--- src/rtl/pulse_counter_latch.sv ---
module pulse_counter_latch #(
  parameter int W    = 32,
  parameter int SYNC = 2
) (
  input  logic         clk,
  input  logic         rst_n,
  input  logic         pulse_in,
  input  logic         dir_in,
  input  logic         ext_ctl_in,
  input  logic         reg_we,
  input  logic [1:0]   reg_addr,
  input  logic [1:0]   reg_wdata,
  output logic [W-1:0] reg_rdata
);

  logic [SYNC:0]   pulse_pipe;
  logic [SYNC:0]   ctl_pipe;
  logic [SYNC-1:0] dir_pipe;
  logic            pin_latch_mode, pin_release;
  logic [W-1:0]    count_q, latch_q;

  always_ff @(posedge clk) begin
    if (!rst_n) begin
      pulse_pipe <= '0;
      ctl_pipe   <= '0;
      dir_pipe   <= '0;
    end else begin
      pulse_pipe <= {pulse_pipe[SYNC-1:0], pulse_in};
      ctl_pipe   <= {ctl_pipe[SYNC-1:0], ext_ctl_in};
      dir_pipe   <= {dir_pipe[SYNC-2:0], dir_in};
    end
  end

  logic fall, rise, dir_s, clr_evt, lat_evt, sw_latch;
  assign fall     = pulse_pipe[SYNC] & ~pulse_pipe[SYNC-1];
  assign rise     = ctl_pipe[SYNC-1] & ~ctl_pipe[SYNC];
  assign dir_s    = dir_pipe[SYNC-1];
  assign sw_latch = reg_we && reg_addr == 2'd1 && reg_wdata[0];
  assign clr_evt  = rise && pin_release && !pin_latch_mode;
  assign lat_evt  = sw_latch || (rise && pin_release && pin_latch_mode);

  always_ff @(posedge clk) begin
    if (!rst_n) begin
      pin_latch_mode <= 1'b0;
      pin_release    <= 1'b0;
    end else if (reg_we && reg_addr == 2'd0) begin
      pin_latch_mode <= reg_wdata[0];
      pin_release    <= reg_wdata[1];
    end
  end

  always_ff @(posedge clk) begin
    if (!rst_n)       count_q <= '0;
    else if (clr_evt) count_q <= '0;
    else if (fall)    count_q <= dir_s ? count_q + W'(1) : count_q - W'(1);
  end

  always_ff @(posedge clk) begin
    if (!rst_n)       latch_q <= '0;
    else if (lat_evt) latch_q <= count_q;
  end

  always_comb begin
    case (reg_addr)
      2'd0:    reg_rdata = {{(W-2){1'b0}}, pin_release, pin_latch_mode};
      2'd2:    reg_rdata = count_q;
      2'd3:    reg_rdata = latch_q;
      default: reg_rdata = '0;
    endcase
  end

endmodule

--- config.mk ---
export PLATFORM = sky130hd
export DESIGN_NAME = pulse_counter_latch
export DESIGN_NICKNAME = d
export VERILOG_FILES = /design/src/rtl/pulse_counter_latch.sv
export SDC_FILE = /design/constraint.sdc
export NUM_CORES = 1
export LEC_CHECK = 0
export BUFFER_PORTS_ARGS = -buffer_cell sky130_fd_sc_hd__buf_2
export CELL_PAD_IN_SITES_DETAIL_PLACEMENT = 1
export CELL_PAD_IN_SITES_GLOBAL_PLACEMENT = 1
export CORE_MARGIN = 1.5
export CORE_UTILIZATION = 45
export CTS_CLUSTER_SIZE = 12
export DETAILED_ROUTE_END_ITERATION = 16
export PLACE_DENSITY_LB_ADDON = 0.1
export SLEW_MARGIN = 20
export SYNTH_ARGS = -nofsm -noshare
export SYNTH_HDL_FRONTEND = slang
export SYNTH_SLANG_ARGS = --single-unit
--- constraint.sdc ---
create_clock -name clk -period 4.2 [get_ports clk]
set_input_delay 0.63 -clock clk [delete_from_list [all_inputs] [get_ports clk]]
set_output_delay 0.63 -clock clk [all_outputs]
set_load 0.1 [all_outputs]
== After elaboration in Yosys (flattened, before gate mapping) ==
Index checks and enable logic that the tools add are counted.

* Register bits after elaboration: 74
* Input bits: 10
* Output and inout port bits: 32
* Logic and storage cells: 29

* Add/sub/neg operators: 2
* Equal/unequal tests: 3
* Multiplexer cells: 2
* Bitwise operators: 5
* Reductions and logical operators: 10

{| class="wikitable"
|+ Operators by type and width
! operator !! number
|-
| 32-bit one-hot mux with 3 select lines || 1
|-
| 32-bit by 1-bit adder with 32-bit output, second input constant || 1
|-
| 32-bit two-way mux || 1
|-
| 32-bit by 1-bit subtractor with 32-bit output, second input constant || 1
|-
| 1-bit logical AND || 6
|-
| 2-bit == test, second input constant || 2
|-
| 1-bit NOT || 3
|-
| 1-bit bitwise AND || 2
|-
| 2-bit by 1-bit == test with 1-bit output, second input constant || 1
|-
| 2-bit logical NOT || 1
|-
| 2-bit OR reduction || 1
|-
| 1-bit logical NOT || 1
|-
| 1-bit logical OR || 1
|}

== Longest topological paths before layout ==
* Word-level depth: 5
* Mapped depth: 12
* Gate-level depth less buffers: 12

== Least setup slack after synthesis ==
OpenSTA, ideal clock, no wires.

* Path kind: input-to-output
* From: input port reg_addr[0]
* To: output port reg_rdata[0]
* Arrival: 3,291 ps
* Data required time: 3,570 ps
* Path slack: 279 ps
* Cell stages on the path: 3
* Buffers on the path: 2
* Cell sequence: clkbuf_1 > buf_1 > o21ai_0

* Longest elaborated chain between the ends: 2
* Elaborated cells on any way between the ends: 4
* Those cells by class: eq/ne: 2; mux: 1; reduce/logical: 1

{| class="wikitable"
|+ RTL lines
! element !! RTL line !! source
|-
| from (decl) || 11 || <nowiki>input logic [1:0] reg_addr,</nowiki>
|-
| 2-bit == test or 2-bit logical NOT (tied branches) || 64 || <nowiki>case (reg_addr)</nowiki>
|-
| 32-bit one-hot mux with 3 select lines * || 64 ||
|-
| to (decl) || 13 || <nowiki>output logic [W-1:0] reg_rdata</nowiki>
|}

Mark *: on every way between the ends. The rest lies on a longest branch, timed or not.

== Worst setup path in the final report ==
* From: register dir_pipe[1]
* To: register count_q[19]

* Longest elaborated chain between the ends: 1

{| class="wikitable"
|+ RTL lines
! element !! RTL line !! source
|-
| from (decl) || 18 || <nowiki>logic [SYNC-1:0] dir_pipe;</nowiki>
|-
| from (signal assigned) || 30 || <nowiki>dir_pipe <= {dir_pipe[SYNC-2:0], dir_in};</nowiki>
|-
| 32-bit two-way mux || 55 || <nowiki>else if (fall) count_q <= dir_s ? count_q + W'(1) : count_q - W'(1);</nowiki>
|-
| to (signal assigned) || 55 ||
|-
| to (decl) || 20 || <nowiki>logic [W-1:0] count_q, latch_q;</nowiki>
|}

Every way passes these cells.
A chain may end at the register's enable or synchronous reset.

==> key figures <==
Clock tree
  • CTS tree: built
  • # clock sinks: 74
  • Clock slew at reported path FFs: 0.09 ns
  • Inserted Clock Buffers: 9
  • Root buffer cell: clkbuf_8
  • Worst skew pair latency: 0.38 ns
  • Gates resized, CTS repair: 0
  • CTS Hold Buffers Added: 0
  • H-tree Lvls: 3
  • Post-CTS setup buffer count: 0
  • Clock buffer depth: 2

Power and ir drop
  • Gate power share: 0.226
  • Flop pwr share: 0.413
  • Worst IR drop on VDD: 0.1291 mV
  • Pwr dens: 339.3 nW/um^2
  • Clock network power share: 0.361
  • P_int: 0.001216 W
  • Lkg Pwr: 2.166 nW
  • Sw Pwr: 0.0005653 W
  • Switching power share of the total: 0.3173

Cells and area
  • Most frequent cells in the layout: nand2_1 (125), dfxtp_1 (74), a21oi_1 (52)
  • Non-Filler Instances: 755
  • Total inserted antenna cells: 0
  • Commonest non-fill, non-tap cell in the layout: nand2_1
  • Nets@finish: 655
  • Layout cells sized above 1: 0.1309
  • Area Overhead vs Synth: 11.83%

Floorplanning
  • Core area: 10230 um^2
  • I/O pin cnt: 42
  • Die Area: 11060 um^2
  • Die width: 105.2 um
  • Initial core utilization: 0.4590
  • Num rows: 37
  • Die Y: 105.2 um

STA
  • Max-slew violations: 0
  • Worst hold margin: 0.4392 ns
  • Final period util: 0.8044
  • Crit path time final: 3.378 ns
  • Slew HR: 0.3006
  • Hold Fails Final Rpt: 0
  • Setup_tns: 0 ns
  • Least-Margin Pin Slew: 1.049 ns
  • FMAX: 296.0 MHz
  • Final Skew: 0.008638 ns
  • RSZ-0062 raised after global routing: false
  • Finish-stage setup viols: 0

Routing
  • Drt first pass iters: 4
  • Initial drt markers: 99
  • WL/cell: 15.99 um
  • Detail-routed via count per cell: 5.472
  • Antenna-violating nets left: 0
  • Met2 Routed Length: 5813 um
  • Final wirelength: 12070 um
  • DRC viols: 0
  • Met1 wire length: 5788 um
  • Detailed-route via count: 4131
  • Top sig layer: met4
  • Met3 WL: 301 um

Logic synthesis
  • Main combinational cell family by area after synthesis: compound AO/OA/AOI/OAI gates
  • Mux share of post-synthesis cell area: 0.07248
  • Xor/xnor share of the synthesized area: 0.04849
  • Top_reg_cell synth: dfxtp_1
  • Post-Syn Area: 4696 um^2
  • Ys Warns: 0
  • Syn Nets: 626
  • Post-Synthesis Cells: 585
  • Yosys cell types: 57
  • Number of synthesized register bits: 74
  • EDFF count, synth: 0
  • Post-Synth Adder-Cell Area: 0.08420
  • Asr flop ratio synth: 0
  • Sequential-to-total area share from yosys stat: 0.3155
  • Simple-Gate Fraction of Synth Area: 0.2214
  • Syn avg cell area: 8.027 um^2
  • Complex-gate fraction of the synthesized area: 0.2260

Place
  • Port Buffers: 41
  • Dpl hpwl: 8255 um
  • RD Place Congestion: 0.8433
  • Post-placement cell count: 739

Setup path
  • CP Data Required Time: 4.46 ns
  • Critical Path Fanout Max: 22
  • Worst Setup Path Type: flop to flop
  • Startpoint Class: flop
  • CP Capture Type: flop
  • WP data arrival: 3.64 ns

Global route
  • Number of global-route vias before repair: 4227
  • First-pass GRT wire length: 20530 um
  • Tot GR Track Use: 0.2306
  • Total grt overflow: 0
  • Largest net degree at the start of global routing: 45
  • Initial antenna violation count: 0

Run status
  • Status: complete, no violations

Flow run
  • Max cap viols: 0

Min path
  • HP Class: flop to flop
per-layer routing:
metal,vias up,GRT usage
li1,2093,-
met1,1986,0.2898
met2,38,0.4024
met3,14,0.02682
met4,0,0.08708
met5,-,0
stage by stage:
step / setup WS (ns) / cell area [um^2] / util / total power [W]
after floorplan: 0.2792 / 4696 / - / 0.001070
after global placement: 0.9641 / 5025 / 0.4911 / 0.001140
after detailed placement: 0.8445 / 5025 / 0.4911 / 0.001150
after CTS: 0.8016 / 5251 / 0.5133 / 0.001799
after global routing: 0.4723 / 5251 / 0.5133 / 0.001873
final: 0.8216 / 5251 / 0.5133 / 0.001782
registers in the layout, indices dropped and copies added (netlist names):
register / cells
count_q: 32
latch_q: 32
ctl_pipe: 3
pulse_pipe: 3
dir_pipe: 2
pin_latch_mode: 1
pin_release: 1
kinds of logic (layout without fill, tap and decap cells):
logic type | count (synthesis) | count (layout)
multiplexers | 34 | 34
AO/OA/AOI/OAI | 158 | 158
flip-flops | 74 | 74
adder cells (fa/ha/maj) | 31 | 31
XOR/XNOR | 26 | 26
AND/OR/NAND/NOR | 222 | 222
buffers and inverters | 40 | 74
power groups by stage:
stage / logic [W] / clock network (W) / registers [W]
after floorplan: 0.000325 / 0 / 0.000745
after global placement: 0.000389 / 0 / 0.000751
after detailed placement: 0.000398 / 0 / 0.000752
after CTS: 0.000403 / 0.000661 / 0.000735
after global routing: 0.000445 / 0.000689 / 0.000738
final: 0.000403 / 0.000644 / 0.000735
critical path, cell delays in order (launching register included):
cell      delay [ns]
dfxtp_1         0.36
inv_1           0.61
ha_1            0.44
and3_1          0.25
a311oi_4        0.39
a21oi_4         0.12
a31oi_2         0.31
nand2_1         0.16
a21o_1          0.21
a21oi_1         0.16
xor2_1          0.17
o21ai_0         0.08
path summary, 6_finish.rpt:
check                              start                       end  slack [ns]  cells after the start
setup / recovery  dir_pipe[1]$_SDFF_PN0_  count_q[19]$_SDFFE_PP0P_        0.82                     11
hold / removal    ctl_pipe[0]$_SDFF_PN0_    ctl_pipe[1]$_SDFF_PN0_        0.44                      1
setup reg to reg  dir_pipe[1]$_SDFF_PN0_  count_q[19]$_SDFFE_PP0P_        0.82                     11
hold reg to reg   ctl_pipe[0]$_SDFF_PN0_    ctl_pipe[1]$_SDFF_PN0_        0.44                      1
synthesized netlist by cell type (6+ instances only):
master      n  share of area
nand2_1   125           0.10
dfxtp_1    74           0.32
a21oi_1    52          0.055
nor2b_1    36          0.048
mux2i_1    34          0.072
a21boi_0   33          0.053
ha_1       30          0.080
clkbuf_1   28          0.022
o21ai_0    21          0.022
nor2_1     17          0.014
xnor2_1    15          0.028
nand3_1    12          0.013
xor2_1     11          0.021
and2_1     10          0.013
inv_1      10         0.0080
a21o_1      8          0.013
and3_1      6         0.0080
o21a_1      6         0.0096
area by class of cell:
cell class,instances,area (um^2)
repair buffers,48,257.7
fillers,1283,4980
inverters,10,37.54
flip-flops and latches,74,1481
multi-input cells,471,3078
well taps,136,170.2
clock inverters,7,102.6
clock buffers,9,123.9
(Power assumes the default switching activity.)
